--- src/rtl/burst_pkg.sv ---
package burst_pkg;

  typedef enum logic {
    ORD_LINEAR      = 1'b0,
    ORD_INTERLEAVED = 1'b1
  } burst_order_e;

  typedef enum logic [1:0] {
    SRC_NONE = 2'd0,
    SRC_PROC = 2'd1,
    SRC_CTRL = 2'd2
  } strobe_src_e;

endpackage

--- src/rtl/burst_strobe_arb.sv ---
module burst_strobe_arb
  import burst_pkg::*;
(
  input  logic        clk_i,
  input  logic        rst_ni,
  input  logic        proc_strb_ni,
  input  logic        ctrl_strb_ni,
  input  logic        ce1_ni,
  output logic        load_o,
  output strobe_src_e src_o
);

  logic proc_take;
  logic ctrl_take;

  always_comb begin
    proc_take = !proc_strb_ni && !ce1_ni;
    ctrl_take = !ctrl_strb_ni && !proc_take;
    if (proc_take)      src_o = SRC_PROC;
    else if (ctrl_take) src_o = SRC_CTRL;
    else                src_o = SRC_NONE;
    load_o = proc_take || ctrl_take;
  end

  // the processor strobe is never taken with the chip enable high
  assert_proc_gated_R4: assert property (@(posedge clk_i) disable iff (!rst_ni)
    ce1_ni |-> (src_o != SRC_PROC));

  // only one strobe is recognised, and the processor wins a tie
  assert_single_source_R3: assert property (@(posedge clk_i) disable iff (!rst_ni)
    (!proc_strb_ni && !ce1_ni) |-> (src_o == SRC_PROC));

  // the controller strobe is taken whatever the chip enable
  assert_ctrl_accepted_R5: assert property (@(posedge clk_i) disable iff (!rst_ni)
    !ctrl_strb_ni |-> load_o);

endmodule

--- src/rtl/burst_beat_ctr.sv ---
module burst_beat_ctr #(
  parameter int BEAT_W = 2
) (
  input  logic              clk_i,
  input  logic              rst_ni,
  input  logic              load_i,
  input  logic [BEAT_W-1:0] start_i,
  input  logic              adv_ni,
  output logic [BEAT_W-1:0] start_o,
  output logic [BEAT_W-1:0] beat_o
);

  logic [BEAT_W-1:0] start_q, start_d;
  logic [BEAT_W-1:0] beat_q, beat_d;
  logic              start_en;
  logic              beat_en;

  always_comb begin
    start_en = load_i;
    start_d  = start_i;
    beat_en  = load_i || !adv_ni;
    beat_d   = load_i ? '0 : beat_q + BEAT_W'(1);
  end

  always_ff @(posedge clk_i or negedge rst_ni) begin
    if (!rst_ni) begin
      start_q <= '0;
      beat_q  <= '0;
    end else begin
      if (start_en) start_q <= start_d;
      if (beat_en)  beat_q  <= beat_d;
    end
  end

  assign start_o = start_q;
  assign beat_o  = beat_q;

  // with no load and advance high the beat count holds
  assert_beat_hold_R6: assert property (@(posedge clk_i) disable iff (!rst_ni)
    (!load_i && adv_ni) |=> $stable(beat_o));

  // each advance steps the beat count by exactly one, with wrap
  assert_beat_step_R9: assert property (@(posedge clk_i) disable iff (!rst_ni)
    (!load_i && !adv_ni) |=> (beat_o == $past(beat_o) + BEAT_W'(1)));

  // a load restarts the burst even with advance low
  assert_load_restart_R10: assert property (@(posedge clk_i) disable iff (!rst_ni)
    load_i |=> (beat_o == '0));

endmodule

--- src/rtl/burst_order_map.sv ---
module burst_order_map
  import burst_pkg::*;
#(
  parameter int BEAT_W = 2
) (
  input  logic [BEAT_W-1:0] start_i,
  input  logic [BEAT_W-1:0] beat_i,
  input  burst_order_e      order_i,
  output logic [BEAT_W-1:0] idx_o
);

  logic [BEAT_W-1:0] lin_idx;
  logic [BEAT_W-1:0] ilv_idx;

  always_comb begin
    lin_idx = start_i + beat_i;
    ilv_idx = start_i ^ beat_i;
    idx_o   = (order_i == ORD_INTERLEAVED) ? ilv_idx : lin_idx;
  end

endmodule

--- src/rtl/burst_addr_gen.sv ---
module burst_addr_gen
  import burst_pkg::*;
#(
  parameter int ADDR_W = 18,
  parameter int BEAT_W = 2
) (
  input  logic              clk_i,
  input  logic              rst_ni,
  input  logic [ADDR_W-1:0] addr_i,
  input  logic              proc_strb_ni,
  input  logic              ctrl_strb_ni,
  input  logic              ce1_ni,
  input  logic              adv_ni,
  input  logic              order_i,
  output logic [ADDR_W-1:0] addr_o
);

  localparam int HI_W = ADDR_W - BEAT_W;

  logic              load;
  strobe_src_e       src;
  logic [BEAT_W-1:0] start_q;
  logic [BEAT_W-1:0] beat_q;
  logic [BEAT_W-1:0] idx;
  logic [HI_W-1:0]   hi_q, hi_d;
  logic              hi_en;

  burst_strobe_arb u_arb (
    .clk_i        (clk_i),
    .rst_ni       (rst_ni),
    .proc_strb_ni (proc_strb_ni),
    .ctrl_strb_ni (ctrl_strb_ni),
    .ce1_ni       (ce1_ni),
    .load_o       (load),
    .src_o        (src)
  );

  burst_beat_ctr #(.BEAT_W(BEAT_W)) u_ctr (
    .clk_i   (clk_i),
    .rst_ni  (rst_ni),
    .load_i  (load),
    .start_i (addr_i[BEAT_W-1:0]),
    .adv_ni  (adv_ni),
    .start_o (start_q),
    .beat_o  (beat_q)
  );

  burst_order_map #(.BEAT_W(BEAT_W)) u_map (
    .start_i (start_q),
    .beat_i  (beat_q),
    .order_i (burst_order_e'(order_i)),
    .idx_o   (idx)
  );

  always_comb begin
    hi_en = load;
    hi_d  = addr_i[ADDR_W-1:BEAT_W];
  end

  always_ff @(posedge clk_i or negedge rst_ni) begin
    if (!rst_ni) hi_q <= '0;
    else if (hi_en) hi_q <= hi_d;
  end

  assign addr_o = {hi_q, idx};

  // an accepted strobe presents the sampled address on the next cycle
  assert_capture_R2: assert property (@(posedge clk_i) disable iff (!rst_ni)
    (src != SRC_NONE) |=> (addr_o == $past(addr_i)));

  // upper bits stay fixed between captures
  assert_upper_fixed_R11: assert property (@(posedge clk_i) disable iff (!rst_ni)
    !load |=> $stable(addr_o[ADDR_W-1:BEAT_W]));

endmodule

--- config.mk ---
export PLATFORM = sky130hd
export DESIGN_NAME = burst_addr_gen
export DESIGN_NICKNAME = d
export VERILOG_FILES = /design/src/rtl/burst_pkg.sv /design/src/rtl/burst_strobe_arb.sv /design/src/rtl/burst_beat_ctr.sv /design/src/rtl/burst_order_map.sv /design/src/rtl/burst_addr_gen.sv
export SDC_FILE = /design/constraint.sdc
export NUM_CORES = 1
export LEC_CHECK = 0
export CAP_MARGIN = 20
export CORE_MARGIN = 2
export CORE_UTILIZATION = 40
export DETAILED_ROUTE_END_ITERATION = 7
export DONT_BUFFER_PORTS = 1
export HOLD_SLACK_MARGIN = 0.06
export PLACE_DENSITY = 0.57
export SETUP_SLACK_MARGIN = 0.15
export SLEW_MARGIN = 10
export SYNTH_ARGS = -nofsm -noshare
export SYNTH_HDL_FRONTEND = slang
export SYNTH_SLANG_ARGS = --single-unit
--- constraint.sdc ---
create_clock -name clk_i -period 0.88 [get_ports clk_i]
set_input_delay 0.088 -clock clk_i [delete_from_list [all_inputs] [get_ports clk_i]]
set_output_delay 0.088 -clock clk_i [all_outputs]
set_load 0.03 [all_outputs]
==> impl_metrics.env, run 1 <==
export IMPL_max_freq_mhz=743
export IMPL_cts_tree="done"
export IMPL_ir_worst_vdd_uv=1280
export IMPL_preCtsSetupSlack_ns=-0.170
export IMPL_synth_nets=76
export IMPL_grt_pass1_wl_um=3310
export IMPL_hold_buffers=20
export IMPL_outcome="finished, violations left"
export IMPL_r2r_end="u_ctr.start_o[0]$_DFFE_PN0P_"
export IMPL_drt_total_wl_um=2120
export IMPL_dieArea_um2=2390
export IMPL_worst_slew_pin_slew_ns=0.891
export IMPL_htreeDepth=1
export IMPL_n_antenna_cell=0
export IMPL_synth_cell_types=10
export IMPL_num_io_pins=43
export IMPL_grt_overflow_total=0
export IMPL_setup_violations=27
export IMPL_ant_nets=0
export IMPL_synth_xor_area_frac=0.0327
export IMPL_relSlewSlack=0.405
export IMPL_synth_top_cell_by_area="dfrtp_1"
export IMPL_drive_above_1_share=0.755
export IMPL_drc=0
export IMPL_grt_pass1_vias=675
export IMPL_crit_required_ns=0.79
export IMPL_initial_core_util=0.419
export IMPL_r2r_start="u_ctr.start_o[0]$_DFFE_PN0P_"
export IMPL_ys_seq_area_frac=0.622
export IMPL_vias=604
export IMPL_rows=16
export IMPL_ff2ff_path_depth=3
export IMPL_synth_area_leaders="dfrtp_1 (62%), mux2_2 (24%), xnor2_1 (3.3%)"
export IMPL_ff2ff_setup_slack_ns=-0.12
export IMPL_drv_cap=0
export IMPL_yosysTopAreaCellShare=0.622
export IMPL_worst_slack_ns=-0.465
export IMPL_drt_first_pass_iters=3
export IMPL_grt_max_degree=21
export IMPL_max_clock_path_buffers=2
export IMPL_crit_path_end_kind="output pin"
export IMPL_muxShareOfSynthArea=0.257
export IMPL_cts_root_buf="clkbuf_4"
export IMPL_whs_ns=-0.101
export IMPL_violations="negative hold slack, negative setup slack"
export IMPL_synth_compound_area_share=0.0109
export IMPL_globalplace_congestion=0.698
export IMPL_avgSynthCellArea_um2=16.1
export IMPL_die_y_um=48.8
export IMPL_clock_latency_ns=0.29
export IMPL_coreArea_um2=1920
export IMPL_synthCells=50
export IMPL_hold_violations=20
export IMPL_netlist_area_um2=805
export IMPL_synth_adder_area_share=0.0156
export IMPL_power_mw=2.44
export IMPL_viasPerCell=4.68
export IMPL_worstHoldPathType="in2async"
export IMPL_track_usage=0.189
export IMPL_grt_busiest_layer="met2"
export IMPL_antenna_found_initial=0
export IMPL_synth_top_family_by_area="multiplexers"
export IMPL_drv_slew=0
export IMPL_rsz0062_at_grt="true"
export IMPL_numCtsBuffers=3
export IMPL_crit_fanout=3
export IMPL_global_route_usage_met1=0.231
export IMPL_min_period_over_period=1.53
export IMPL_cts_clk_slew_worst_paths_ns=0.11
export IMPL_synth_seq_cells=20
export IMPL_ys_warn_count=0
export IMPL_critPathLaunchType="register"
export IMPL_use_met2=0.342
export IMPL_wl_per_cell_um=16.4
export IMPL_p_leak_nw=0.685
export IMPL_syn2layout_area_growth_pct=88.8
export IMPL_path_class="reg2out"
export IMPL_arrival_ns=1.26
export IMPL_grtUsageMet3=0.0307
export IMPL_fin_nets=129
export IMPL_numPortBuffers=0
export IMPL_die_width_um=48.8
export IMPL_powerDensity_nw_per_um2=1610
export IMPL_layout_min_cycle_time_ns=1.35
export IMPL_synthSimpleGateAreaFrac=0.0342
export IMPL_finalClockSkew_ns=0.0000291
export IMPL_drtIter0Drc=5
export IMPL_cts_num_sinks=20
export IMPL_hpwlAfterDp_um=1240
-- synthesized netlist by cell type (all sizes together) --
| cell | n |
|---|---|
| buf | 2 |
| dfrtp | 20 |
| ha | 1 |
| mux2 | 18 |
| nor2 | 1 |
| nor2b | 3 |
| nor3 | 1 |
| o21ai | 1 |
| xnor2 | 3 |
-- per-stage QoR --
step | util | hold slack [ns] | TNS, ns | std cells | cell area, um2
3_5_place_dp | 0.548 | -0.207 | -0.408 | 95 | 1050
5_1_grt | 0.790 | -0.0588 | -3.29 | 129 | 1520
6_report | 0.790 | -0.101 | -2.33 | 129 | 1520
2_1_floorplan | - | -0.208 | -0.131 | 50 | 878
4_1_cts | 0.743 | 0.0773 | -4.62 | 124 | 1430
3_3_place_gp | 0.548 | -0.207 | -0.168 | 95 | 1050
-- final cells by class --
type	count	area, um2
fillers	117	403
clock buffers	4	36.3
flip-flops and latches	20	520
well taps	27	33.8
multi-input cells	28	390
repair buffers	50	538
-- per-layer routing --
metal  part of all wire  wire length (um)
met2               0.57              1200
met4                  0                 0
met3              0.049               103
met5                  0                 0
met1               0.39               815
-- cells in the final DEF (no fill, tap or decap) --
cell type / netlist / layout
buf_6: 2 / 26
dlygate4sd3_1: 0 / 19
dfrtp_2: 0 / 16
mux2_4: 1 / 11
mux2_2: 17 / 7
dfrtp_1: 20 / 4
nor2b_4: 0 / 3
clkbuf_4: 0 / 3
buf_4: 0 / 3
xnor2_2: 0 / 2
xnor2_4: 0 / 1
o21ai_4: 0 / 1
nor2_1: 1 / 1
nor3_2: 0 / 1
ha_2: 0 / 1
clkbuf_8: 0 / 1
dlymetal6s2s_1: 0 / 1
buf_12: 0 / 1
-- cells by family (layout without fill, tap and decap cells) --
| logic type | after synthesis | in the layout |
|---|---|---|
| AOI/OAI and AO/OA | 1 | 1 |
| xor gates and xnor gates | 3 | 3 |
| adders and majority gates | 1 | 1 |
| buffers and inverters | 2 | 54 |
| DFF | 20 | 20 |
| muxes | 18 | 18 |
| and+or+nand+nor | 5 | 5 |
-- flip-flops by register name, summed over array words and instances (netlist names) --
signal and count:
u_ctr.beat_o 2, hi_q 16, u_ctr.start_o 2
-- worst max-delay path, stage by stage, from the launching register on --
cell     delay, ns
dfrtp_1       0.41
ha_2          0.17
nor2b_4       0.13
xnor2_4       0.24
-- power by group --
part           internal, mW  leakage [nW]  switching [mW]
registers              1.02         0.221          0.0762
logic                 0.466         0.443           0.360
clock network         0.252        0.0210           0.265
total                  1.74         0.685           0.701
-- what timing repair did --
item,CTS,global route
endpoints found under the setup margin,38,58
resized for setup,26,15
buffers inserted,5,5
pin swaps,1,2
cloned,0,0
hold endpoints to repair,40,20
-- how the worst max path moves through the flow --
stage                                 startpoint  slack (ns)         to  cells past startpoint
floorplan           u_ctr.start_o[0]$_DFFE_PN0P_       -0.13  addr_o[1]                      3
global route        u_ctr.start_o[0]$_DFFE_PN0P_       -0.53  addr_o[1]                      3
CTS                 u_ctr.start_o[0]$_DFFE_PN0P_       -0.48  addr_o[1]                      3
global placement     u_ctr.beat_o[0]$_DFFE_PN0P_       -0.15  addr_o[1]                      3
detailed placement  u_ctr.start_o[0]$_DFFE_PN0P_       -0.17  addr_o[1]                      3
finish               u_ctr.beat_o[0]$_DFFE_PN0P_       -0.47  addr_o[1]                      3
(Power assumes the default switching activity.)
==> inputs of run 2 (changes only) <==
--- a/config.mk
+++ b/config.mk
@@ -5,6 +5,7 @@
 export SDC_FILE = /design/constraint.sdc
 export NUM_CORES = 1
 export LEC_CHECK = 0
+export ABC_AREA = 1
 export CAP_MARGIN = 20
 export CORE_MARGIN = 2
 export CORE_UTILIZATION = 40
==> run 2 against run 1 <==
The run still ends with negative hold slack, negative setup slack left. Final area is 7.9% lower. Core utilization fell by 8.5 points. Cell count grew 38%. Fmax up 4.4%. Register-to-register slack better by 0.11 ns. Worst setup slack improved by 0.056 ns. Highest routed layer is now met4.
==> impl_metrics.env, run 2 <==
export IMPL_crit_path_end_kind="output pin"
export IMPL_drv_slew=0
export IMPL_clock_latency_ns=0.29
export IMPL_rsz0062_at_grt="true"
export IMPL_synthCells=105
export IMPL_synth_nets=131
export IMPL_ff2ff_path_depth=4
export IMPL_cts_clk_slew_worst_paths_ns=0.11
export IMPL_placed_cell_area_um2=1030
export IMPL_outcome="finished, violations left"
export IMPL_ant_nets=0
export IMPL_die_width_um=50.2
export IMPL_hold_buffers=20
export IMPL_vias=780
export IMPL_synth_seq_cells=20
export IMPL_largest_register="hi_q"
export IMPL_synth_top_cell_by_area="dfrtp_1"
export IMPL_wl_per_cell_um=11.0
export IMPL_max_clock_path_buffers=2
export IMPL_worst_slack_ns=-0.409
export IMPL_final_core_util=0.706
export IMPL_grt_pass1_wl_um=3090
export IMPL_cpMostUsedCell="inv_2"
export IMPL_avgSynthCellArea_um2=8.11
export IMPL_path_buf_inv=2
export IMPL_antenna_found_initial=0
export IMPL_track_usage=0.162
export IMPL_yosys_top_cells_count="nand2_1 (61), dfrtp_1 (20), inv_1 (7), nor2_1 (6)"
export IMPL_whs_ns=-0.0296
export IMPL_powerDensity_nw_per_um2=1620
export IMPL_netlist_area_um2=852
export IMPL_fin_nets=178
export IMPL_dieArea_um2=2520
export IMPL_drtIter0Drc=7
export IMPL_worst_slew_pin_slew_ns=0.876
export IMPL_ys_seq_area_frac=0.587
export IMPL_grt_overflow_total=0
export IMPL_ff2ff_setup_slack_ns=-0.01
export IMPL_arrival_ns=1.20
export IMPL_async_reset_ff_frac=1.00
export IMPL_coreArea_um2=1980
export IMPL_ys_warn_count=0
export IMPL_fin_area_um2=1400
export IMPL_hpwlAfterDp_um=1150
export IMPL_path_class="reg2out"
export IMPL_yosysTopAreaCellShare=0.587
export IMPL_crit_fanout=2
export IMPL_r2r_start="u_ctr.beat_o[0]$_DFFE_PN0P_"
export IMPL_syn2layout_area_growth_pct=64.2
export IMPL_largest_reg_flops=16
export IMPL_max_stage_delay_ns=0.43
export IMPL_synth_flop_cell="dfrtp_1"
export IMPL_synth_edf_count=0
export IMPL_violations="negative hold slack, negative setup slack"
export IMPL_drt_first_pass_iters=4
export IMPL_grt_max_degree=21
export IMPL_r2r_end="u_ctr.beat_o[0]$_DFFE_PN0P_"
export IMPL_crit_required_ns=0.79
export IMPL_critPathLaunchType="register"
export IMPL_cts_root_buf="clkbuf_4"
export IMPL_htreeDepth=1
export IMPL_max_freq_mhz=776
export IMPL_drv_cap=0
export IMPL_n_antenna_cell=0
export IMPL_layout_min_cycle_time_ns=1.29
export IMPL_critical_path_depth=6
export IMPL_path_delay_family="flip-flops"
export IMPL_cp_cell_sequence="ha_4 -> inv_2 -> nor2_2 -> nand3_1 -> nand2_1 -> inv_2"
export IMPL_drc=0
export IMPL_cp_endpoint="addr_o[1]"
export IMPL_final_cell_mix="nand2_1 (56), dfrtp_1 (20), dlygate4sd3_1 (19)"
export IMPL_setup_violations=19
export IMPL_initial_core_util=0.430
export IMPL_worstHoldPathType="in2async"
export IMPL_min_period_over_period=1.46
export IMPL_numCtsBuffers=3
export IMPL_cts_tree="done"
export IMPL_drt_total_wl_um=1960
export IMPL_slowest_stage="dfrtp_1"
export IMPL_drive_above_1_share=0.278
export IMPL_relSlewSlack=0.416
export IMPL_synth_cell_types=13
export IMPL_grt_pass1_vias=790
export IMPL_synth_area_leaders="dfrtp_1 (59%), nand2_1 (27%), inv_1 (3.1%)"
export IMPL_p_leak_nw=0.738
export IMPL_ir_worst_vdd_uv=1270
export IMPL_hold_violations=20
export IMPL_numPortBuffers=0
export IMPL_startpoint="u_ctr.start_o[0]$_DFFE_PN0P_"
export IMPL_die_y_um=50.2
export IMPL_num_io_pins=43
export IMPL_yosysMostFrequentCell="nand2_1"
export IMPL_cts_num_sinks=20
export IMPL_final_common_cell="nand2_1"
export IMPL_rows=16
export IMPL_viasPerCell=4.38
export IMPL_finalClockSkew_ns=0.00529
export IMPL_globalplace_congestion=0.601
[run 2: worst min-delay path by stage]
stage                      start  slack, ns  cells past startpoint                     endpoint
finish                    rst_ni      -0.03                      1         hi_q[14]$_DFFE_PN0P_
global placement          rst_ni      -0.21                      0          hi_q[7]$_DFFE_PN0P_
global route              rst_ni       0.05                      1         hi_q[14]$_DFFE_PN0P_
CTS                 ctrl_strb_ni       0.12                      5  u_ctr.beat_o[1]$_DFFE_PN0P_
floorplan                 rst_ni      -0.21                      0          hi_q[0]$_DFFE_PN0P_
detailed placement        rst_ni      -0.21                      0          hi_q[7]$_DFFE_PN0P_
[run 2: power by group]
part           switching, mW  total [mW]  internal, mW
clock network          0.264       0.516         0.252
registers             0.0660        1.07          1.00
logic                  0.359       0.679         0.320
total                  0.689        2.26          1.58
[run 2: layer usage]
layer	part of all wire	routed length, um	GRT usage	vias to the layer above
met2	0.55	1080	0.298	20
met1	0.40	790	0.173	354
met3	0.040	79	0.0238	2
met4	0.0061	12	0.0972	0
li1	-	-	-	404
met5	0	0	0	-
[run 2: through the flow]
stage / setup WS, ns / total power [mW] / setup TNS, ns / cells
finish: -0.409 / 2.26 / -1.49 / 178
global route: -0.474 / 2.39 / -2.43 / 178
CTS: -0.432 / 2.24 / -3.23 / 174
detailed placement: -0.0902 / 1.55 / -0.0902 / 149
global placement: -0.0617 / 1.55 / -0.0617 / 149
floorplan: -0.0653 / 1.39 / -0.0719 / 105
[run 2: worst reg2reg max path, cell delays in order, from the launching register on]
cell     delay [ns]
dfrtp_1        0.42
buf_4          0.16
inv_1          0.04
nor2_1         0.03
nor3_1         0.16
[run 2: cell type report]
class | count | area, um2
well taps | 27 | 33.8
fillers | 144 | 583
inverters | 8 | 30.0
multi-input cells | 74 | 328
clock buffers | 4 | 36.3
repair buffers | 45 | 470
flip-flops and latches | 20 | 500
[run 2: cells by family (layout without fill, tap and decap cells)]
kind of cell / count (synthesis) / count (layout) / share of synthesized area
compound gates: 2 / 2 / 0.0117
fa+ha+maj: 1 / 1 / 0.0147
buf+inv: 11 / 57 / 0.0602
flops: 20 / 20 / 0.587
simple gates: 71 / 71 / 0.326
[run 2: what timing repair did]
action	CTS	global route
gates resized for setup	19	11
pin swaps	2	2
setup buffers	1	4
hold endpoints to repair	40	20
setup endpoints to repair	20	42
